--- config.mk ---
export PLATFORM = sky130hd
export DESIGN_NAME = rsp_ring_status
export DESIGN_NICKNAME = d
export VERILOG_FILES = /design/src/rtl/rsp_pkg.sv /design/src/rtl/rsp_fifo.sv /design/src/rtl/rsp_count.sv /design/src/rtl/rsp_sts.sv /design/src/rtl/rsp_ring_status.sv
export SDC_FILE = /design/constraint.sdc
export NUM_CORES = 1
export LEC_CHECK = 0
export ABC_AREA = 1
export BUFFER_PORTS_ARGS = -buffer_cell sky130_fd_sc_hd__buf_2
export CORE_ASPECT_RATIO = 1.1
export CORE_MARGIN = 2
export CORE_UTILIZATION = 58
export CTS_CLUSTER_DIAMETER = 100
export DETAILED_ROUTE_END_ITERATION = 16
export PLACE_DENSITY = 0.84
export SYNTH_ARGS = -nofsm -noshare
export SYNTH_HDL_FRONTEND = slang
export SYNTH_SLANG_ARGS = --single-unit
--- constraint.sdc ---
create_clock -name clk -period 2.6 [get_ports clk]
set_clock_uncertainty 0.15 [all_clocks]
set_input_delay 0 -clock clk [delete_from_list [all_inputs] [get_ports clk]]
set_output_delay 0 -clock clk [all_outputs]
set_load 0.05 [all_outputs]
--- src/rtl/rsp_pkg.sv ---
package rsp_pkg;
  localparam int STS_W    = 8;
  localparam int STS_RINT = 0;  // response interrupt status position
  localparam int STS_OVR  = 2;  // overrun status position
endpackage

--- src/rtl/rsp_fifo.sv ---
module rsp_fifo #(
  parameter int DW    = 16,
  parameter int DEPTH = 8,
  localparam int AW   = (DEPTH > 1) ? $clog2(DEPTH) : 1
) (
  input  logic          clk,
  input  logic          rst,
  input  logic          wr_en,
  input  logic [DW-1:0] wr_data,
  input  logic          rd_en,
  output logic [DW-1:0] rd_data,
  output logic          empty,
  output logic          full,
  output logic [AW:0]   count
);
  localparam logic [AW:0]   FULL_CNT = (AW+1)'(DEPTH);
  localparam logic [AW-1:0] LAST     = AW'(DEPTH - 1);

  logic [DW-1:0] mem [DEPTH];
  logic [AW-1:0] wr_ptr, rd_ptr;
  logic          push, pop;

  assign empty = (count == '0);
  assign full  = (count == FULL_CNT);
  assign push  = wr_en && !full;
  assign pop   = rd_en && !empty;
  assign rd_data = mem[rd_ptr];

  always_ff @(posedge clk) begin
    if (push) mem[wr_ptr] <= wr_data;
  end

  always_ff @(posedge clk) begin
    if (rst) begin
      wr_ptr <= '0;
      rd_ptr <= '0;
      count  <= '0;
    end else begin
      if (push) wr_ptr <= (wr_ptr == LAST) ? '0 : wr_ptr + 1'b1;
      if (pop)  rd_ptr <= (rd_ptr == LAST) ? '0 : rd_ptr + 1'b1;
      case ({push, pop})
        2'b10:   count <= count + 1'b1;
        2'b01:   count <= count - 1'b1;
        default: count <= count;
      endcase
    end
  end
endmodule

--- src/rtl/rsp_count.sv ---
module rsp_count #(
  parameter int CNT_W = 8
) (
  input  logic             clk,
  input  logic             rst,
  input  logic             deliver,
  input  logic             restart,
  input  logic [CNT_W-1:0] thresh,
  output logic             hit
);
  localparam logic [CNT_W:0] MAX_N = {1'b1, {CNT_W{1'b0}}};

  logic [CNT_W:0] cnt;
  logic [CNT_W:0] n_eff;

  assign n_eff = (thresh == '0) ? MAX_N : {1'b0, thresh};
  assign hit   = deliver && ((cnt + 1'b1) == n_eff);

  always_ff @(posedge clk) begin
    if (rst || restart) cnt <= '0;
    else if (deliver)   cnt <= cnt + 1'b1;
  end
endmodule

--- src/rtl/rsp_sts.sv ---
module rsp_sts
  import rsp_pkg::*;
(
  input  logic             clk,
  input  logic             rst,
  input  logic             set_rint,
  input  logic             set_ovr,
  input  logic             wr,
  input  logic [STS_W-1:0] wdata,
  input  logic             rint_en,
  input  logic             ovr_en,
  output logic [STS_W-1:0] sts,
  output logic             irq
);
  logic rint_q, ovr_q, irq_q;
  logic clr_rint, clr_ovr;

  assign clr_rint = wr && wdata[STS_RINT];
  assign clr_ovr  = wr && wdata[STS_OVR];

  always_ff @(posedge clk) begin
    if (rst) begin
      rint_q <= 1'b0;
      ovr_q  <= 1'b0;
      irq_q  <= 1'b0;
    end else begin
      rint_q <= set_rint || (rint_q && !clr_rint);
      ovr_q  <= set_ovr  || (ovr_q  && !clr_ovr);
      irq_q  <= (rint_q && rint_en) || (ovr_q && ovr_en);
    end
  end

  always_comb begin
    sts           = '0;
    sts[STS_RINT] = rint_q;
    sts[STS_OVR]  = ovr_q;
  end

  assign irq = irq_q;
endmodule

--- src/rtl/rsp_ring_status.sv ---
module rsp_ring_status
  import rsp_pkg::*;
#(
  parameter int DW     = 16,
  parameter int DEPTH  = 8,
  parameter int NUM_IN = 3,
  parameter int CNT_W  = 8,
  localparam int AW    = (DEPTH > 1) ? $clog2(DEPTH) : 1
) (
  input  logic              clk,
  input  logic              rst,
  input  logic              rsp_valid_i,
  input  logic [DW-1:0]     rsp_data_i,
  input  logic              dma_ready_i,
  output logic              dma_valid_o,
  output logic [DW-1:0]     dma_data_o,
  input  logic              frame_end_i,
  input  logic [NUM_IN-1:0] slot_empty_i,
  input  logic [CNT_W-1:0]  thresh_i,
  input  logic              rint_en_i,
  input  logic              ovr_en_i,
  input  logic              sts_wr_i,
  input  logic [STS_W-1:0]  sts_wdata_i,
  output logic [STS_W-1:0]  sts_o,
  output logic              irq_o
);
  logic          fifo_empty, fifo_full;
  logic [AW:0]   fifo_cnt;
  logic          deliver, thr_hit, empty_frame, set_rint, set_ovr;

  rsp_fifo #(.DW(DW), .DEPTH(DEPTH)) u_fifo (
    .clk     (clk),
    .rst     (rst),
    .wr_en   (rsp_valid_i),
    .wr_data (rsp_data_i),
    .rd_en   (dma_ready_i),
    .rd_data (dma_data_o),
    .empty   (fifo_empty),
    .full    (fifo_full),
    .count   (fifo_cnt)
  );

  assign dma_valid_o = !fifo_empty;
  assign deliver     = dma_valid_o && dma_ready_i;
  assign empty_frame = frame_end_i && (&slot_empty_i);
  assign set_rint    = thr_hit || empty_frame;
  assign set_ovr     = rsp_valid_i && fifo_full;

  rsp_count #(.CNT_W(CNT_W)) u_cnt (
    .clk     (clk),
    .rst     (rst),
    .deliver (deliver),
    .restart (set_rint),
    .thresh  (thresh_i),
    .hit     (thr_hit)
  );

  rsp_sts u_sts (
    .clk      (clk),
    .rst      (rst),
    .set_rint (set_rint),
    .set_ovr  (set_ovr),
    .wr       (sts_wr_i),
    .wdata    (sts_wdata_i),
    .rint_en  (rint_en_i),
    .ovr_en   (ovr_en_i),
    .sts      (sts_o),
    .irq      (irq_o)
  );
endmodule

==> After elaboration in Yosys (flattened, before gate mapping) <==
Memories as Yosys holds them, arrays and structs flattened. A register that Yosys moved wholly into a read port is not among the register bits.
Cells that the tools add are included.
{ "op_classes": {"add_sub_neg": 5, "n_eq_ne": 6, "n_mux": 8, "reduce_logical": 24} }
{ "op_table": {"columns": ["cell", "count"], "rows": [
  ["$mux 3", 4],
  ["$logic_and 1x1->1", 11],
  ["$add 9x1->9 const B", 1],
  ["$eq 9x9->1", 1],
  ["$mux 9", 1],
  ["$logic_not 8->1", 1],
  ["$pmux 4 s2", 1],
  ["$add 3x1->3 const B", 2],
  ["$eq 3x3->1 const B", 2],
  ["$logic_or 1x1->1", 5],
  ["$add 4x1->4 const B", 1],
  ["$eq 4x4->1 const B", 1],
  ["$logic_not 1->1", 4],
  ["$logic_not 4->1", 1],
  ["$sub 4x1->4 const B", 1],
  ["$reduce_and 3->1", 1],
  ["$eq 2x1->1 const B", 1],
  ["$eq 2x2->1 const B", 1],
  ["$mux 1", 2],
  ["$reduce_bool 2->1", 1]
]} }
{ "totals": {"reg_bits": 22, "ramBits": 128, "in_bits": 43, "wordCells": 51, "mem_count": 1} }
{ "memory_table": {"columns": ["name", "words", "width", "rd", "rd_clocked_by_memory_dff", "write_ports", "line", "text"], "rows": [
  ["u_fifo.mem", 8, 16, 1, 1, 1, "rsp_fifo.sv:19", "logic [DW-1:0] mem [DEPTH];"]
]} }

==> Depth between registers and ports, before layout <==
{ "depth": {"word_depth": 6, "ltp_mapped": 13, "mapped_depth_nobuf": 13} }

==> Modules after synthesis <==
A second synthesis with hierarchy kept.
{ "hier_totals": {"hier_cells": 621, "area_unflattened_um2": 6650.1} }
{ "modules_own_cells": {"columns": ["mod", "instances", "cells_per_inst", "area_per_inst_um2", "seq_area_each_um2"], "rows": [
  ["rsp_fifo", 1, 456, 5708.0, 4103.9],
  ["rsp_count", 1, 133, 730.7, 180.2],
  ["rsp_sts", 1, 23, 176.4, 60.1],
  ["rsp_ring_status", 1, 9, 35.0, 0.0]
]} }

==> Worst setup path after synthesis <==
No wires, ideal clock.
{ "synth_path": {"kind": "register to register", "startpoint": "register u_fifo.count[1]", "endpoint": "register u_fifo.count[3]", "t_arrival_ps": 1991, "required_time_ps": 2328, "setup_slack_ps": 337, "path_stages_with_launch": 12, "n_path_buf": 1, "cell_sequence": "dfxtp_1 > nor2_1 > a21oi_4 > buf_2 > ha_1 > ha_1 > a21oi_1 > nand2_1 > a21oi_1 > o21ai_0 > o21ai_0 > a21oi_1"} }
{ "synth_between": {"elab_chain_len": 5, "elab_cells_between_ends": 12} }
{ "synth_rtl": {"columns": ["item", "line", "text"], "rows": [
  ["from (decl)", "rsp_fifo.sv:14", "output logic [AW:0] count"],
  ["from (signal assigned)", "rsp_fifo.sv:42", "2'b10: count <= count + 1'b1;"],
  ["from (signal assigned)", "rsp_fifo.sv:43", "2'b01: count <= count - 1'b1;"],
  ["from (signal assigned)", "rsp_fifo.sv:44", "default: count <= count;"],
  ["$logic_not 4->1 *", "rsp_fifo.sv:23", "assign empty = (count == '0);"],
  ["$logic_not 1->1 *", null, null],
  ["$logic_and 1x1->1 *", null, null],
  ["named net deliver", "rsp_ring_status.sv:29", "logic deliver, thr_hit, empty_frame, set_rint, set_ovr;"],
  ["$eq 2x1->1 / $eq 2x2->1 (equally long branches)", "rsp_fifo.sv:41", "case ({push, pop})"],
  ["$pmux 4 s2 / $reduce_bool 2->1 (equally long branches)", null, null]
]} }
Mark *: on every way through the listed nets, which the timed path passes. The rest lies on a longest branch.
A chain may end at the register's enable or synchronous reset.

==> Worst setup path after layout <==
{ "layout_path": {"startpoint": "register u_fifo.count[1]", "endpoint": "register u_sts.rint_q"} }
{ "layout_between": {"elab_chain_len": 6} }
{ "layout_rtl": {"columns": ["item", "line", "text"], "rows": [
  ["$logic_not 4->1", "rsp_fifo.sv:23", null],
  ["$logic_not 1->1", "rsp_ring_status.sv:43", "assign dma_valid_o = !fifo_empty;"],
  ["$logic_and 1x1->1", "rsp_ring_status.sv:44", "assign deliver = dma_valid_o && dma_ready_i;"],
  ["$logic_and 1x1->1", "rsp_count.sv:17", "assign hit = deliver && ((cnt + 1'b1) == n_eff);"],
  ["$logic_or 1x1->1", "rsp_ring_status.sv:46", "assign set_rint = thr_hit || empty_frame;"],
  ["$logic_or 1x1->1", "rsp_sts.sv:27", "rint_q <= set_rint || (rint_q && !clr_rint);"],
  ["to (signal assigned)", "rsp_sts.sv:27", null],
  ["to (decl)", "rsp_sts.sv:15", "logic rint_q, ovr_q, irq_q;"]
]} }
Every way passes these cells.

==> flow_summary.ini <==
[run_status]
status = complete, no violations

[pwr]
p_sw_frac = 0.384
p_int_uw = 4940
p_comb_frac = 0.343
power_density_mw_per_mm2 = 1030
p_sw_uw = 3080
seqPwrFrac = 0.367
ir_worst_vdd_mv = 0.693
p_leak_uw = 0.00294
clockPowerShare = 0.290

[logic_synthesis]
synth_edf_count = 128
synth_most_common_cell = nor2_1
synthTopCellsByArea = edfxtp_1 59%, nor2_1 8.5%, dfxtp_1 7.7%
ys_seq_elements = 153
synth_common_cells = 148 x nor2_1, 128 x edfxtp_1, 75 x o21ai_0
synthFlopType = edfxtp_1
yosysTopAreaCell = edfxtp_1
synth_cells = 605
synthDistinctLibCells = 35
ys_warn_count = 0
async_flop_share = 0
synth_top_area_share = 0.591
syn_area_sq_mm = 0.00650
syn_area_per_cell_sq_um = 10.7
ys_seq_area_frac = 0.668

[die]
num_rows = 40
fp.coreArea_sq_mm = 0.0109
die_w_um = 105
ios = 69
dieArea_sq_mm = 0.0121
die_y_um = 115
start_util = 0.596

[timing]
slew_viol_final = 0
fin_crit_sh = 0.918
max_slew_margin = 0.626
min_period_ns = 2.39
max_slew.worst_pin.slew_ns = 0.560
rsz0062_at_grt = false
fmax_ghz = 0.419
hold_violations = 0
setup_tns_ns = 0
setup_viol = 0

[cts]
clockBufferDepth = 2
tritoncts = built
cts.sink_count = 153
clock_latency_ns = 0.41
root_buffer = clkbuf_16
clk_pin_slew_ns = 0.06
numCtsBuffers = 17
h-tree-depth = 4

[route]
drt_iter0_markers = 489
via_count = 4760
drtAntennaViolNets = 0
drc = 0
routed_wl_um = 13900
viasPerCell = 5.56
drt_first_pass_iters = 5
wire_per_inst_um = 16.2

[worst_setup_path]
worstPathCellList = nor2_2 -> buf_4 -> a21oi_4 -> buf_4 -> nand2_1 -> nor2_1 -> nand3_1 -> nor2_2 -> nand3_2 -> nand3_1 -> dlygate4sd3_1 -> nand2_1 -> inv_1
cp_slowest_stage_delay_ns = 0.56
path_class = reg2reg
endpoint_kind = flip-flop
worst_setup_path_start_kind = flip-flop
crit_slowest_cell = dlygate4sd3_1
cp_max_fo = 15
worstPathRequired_ns = 2.81
worstPathArrival_ns = 2.60

[global_routing]
overflow = 0
antenna_found_initial = 0
grt_pass1_vias = 4884
grt_max_degree = 65
grt_pass1_wl_um = 23000
grt_use_total = 0.250

[placement]
hpwl_um = 8270
placed_area_sq_mm = 0.00698
place_congestion = 0.821
port-buffer-count = 56

[hold_path]
hp-class = in2reg

[run]
max-cap-violations = 0

[layout]
syn_to_final_growth_pct = 20.1
drive_gt1_frac = 0.173
diodes = 0
final_area_sq_mm = 0.00781
final_nets = 748
-- stage by stage --
stage	setup WS, ns	std cells	hold slack [ns]	util	total power, uW
finish	0.214	856	0.0625	0.716	8020
global route	0.0354	856	0.0857	0.716	8410
CTS	0.113	856	0.0518	0.715	8030
detailed placement	0.123	798	0.111	0.639	5680
global placement	0.409	798	0.0915	0.639	5560
floorplan	0.337	610	-0.0809	-	4980
-- power groups by stage --
stage / Sequential (uW) / Combinational [uW] / Clock [uW]
floorplan: 2970 / 2010 / 0
global placement: 2970 / 2590 / 0
detailed placement: 2990 / 2690 / 0
CTS: 2940 / 2740 / 2360
global route: 2960 / 2990 / 2460
finish: 2940 / 2750 / 2330
-- sequential cells by signal, indices dropped and copies added (netlist names), named ones only --
register       cells
u_fifo.mem       128
u_cnt.cnt          9
u_fifo.count       4
u_fifo.rd_ptr      3
u_fifo.wr_ptr      3
u_sts.irq          1
u_sts.ovr_q        1
u_sts.rint_q       1
-- worst paths after layout --
path / end / depth (start not counted) / from / slack (ns)
setup / recovery: u_sts.rint_q / 13 / u_fifo.count[1] / 0.21
hold / removal: u_fifo.count[0] / 5 / dma_ready_i / 0.06
setup reg to reg: u_sts.rint_q / 13 / u_fifo.count[1] / 0.21
hold reg to reg: u_fifo.wr_ptr[0] / 1 / u_fifo.wr_ptr[0] / 0.39
-- metal layers --
layer | track usage | vias to the layer above | routed length (um)
met5 | 0 | - | 0
met4 | 0.129 | 0 | 367
met3 | 0.0510 | 35 | 753
met2 | 0.452 | 162 | 7500
met1 | 0.283 | 2288 | 5240
li1 | - | 2275 | -
-- cell families after synthesis --
family,after synthesis,synth area share
AND/OR/NAND/NOR,234,0.148
flip-flops,153,0.668
AO/OA/AOI/OAI,129,0.111
buffers and inverters,77,0.0506
adder cells (fa/ha/maj),9,0.0185
XOR/XNOR,2,0.00269
other,1,0.000577
-- critical path, delay by kind of cell, from the launching register on --
family                 cells  cell delay [ns]
and+or+nand+nor            8             0.66
DFF                        1             0.39
buffers and inverters      4             0.99
AOI/OAI and AO/OA          1             0.13
-- repair_timing --
action | in CTS | in global routing
resized for setup | 0 | 5
endpoints found under the hold margin | 147 | 0
hold buffers | 26 | 0
buffers inserted | 0 | 0
setup endpoints to repair | 0 | 1
-- final cells by class --
| class | instances | area (sq um) |
|---|---|---|
| fillers | 739 | 3100 |
| flip-flops and latches | 153 | 4350 |
| repair buffers | 98 | 686 |
| clock buffers | 17 | 425 |
| clock inverters | 15 | 143 |
| well taps | 147 | 184 |
| inverters | 46 | 173 |
| multi-input cells | 380 | 1860 |
-- placed cells by master (no fill, tap or decap), types with 7 or more instances in the layout --
master         synthesis  routed
nor2_1               148     147
edfxtp_1             128     128
o21ai_0               75      73
buf_2                  7      56
nand2_1               49      49
inv_1                 41      41
dlygate4sd3_1          0      26
nand3_1               24      24
dfxtp_1               25      24
clkbuf_16              0      17
o22ai_1               16      16
a31oi_1               16      16
buf_4                  8      14
a21oi_1               11      10
ha_1                   8       7
No activity file was read; power rests on OpenSTA's default activity.
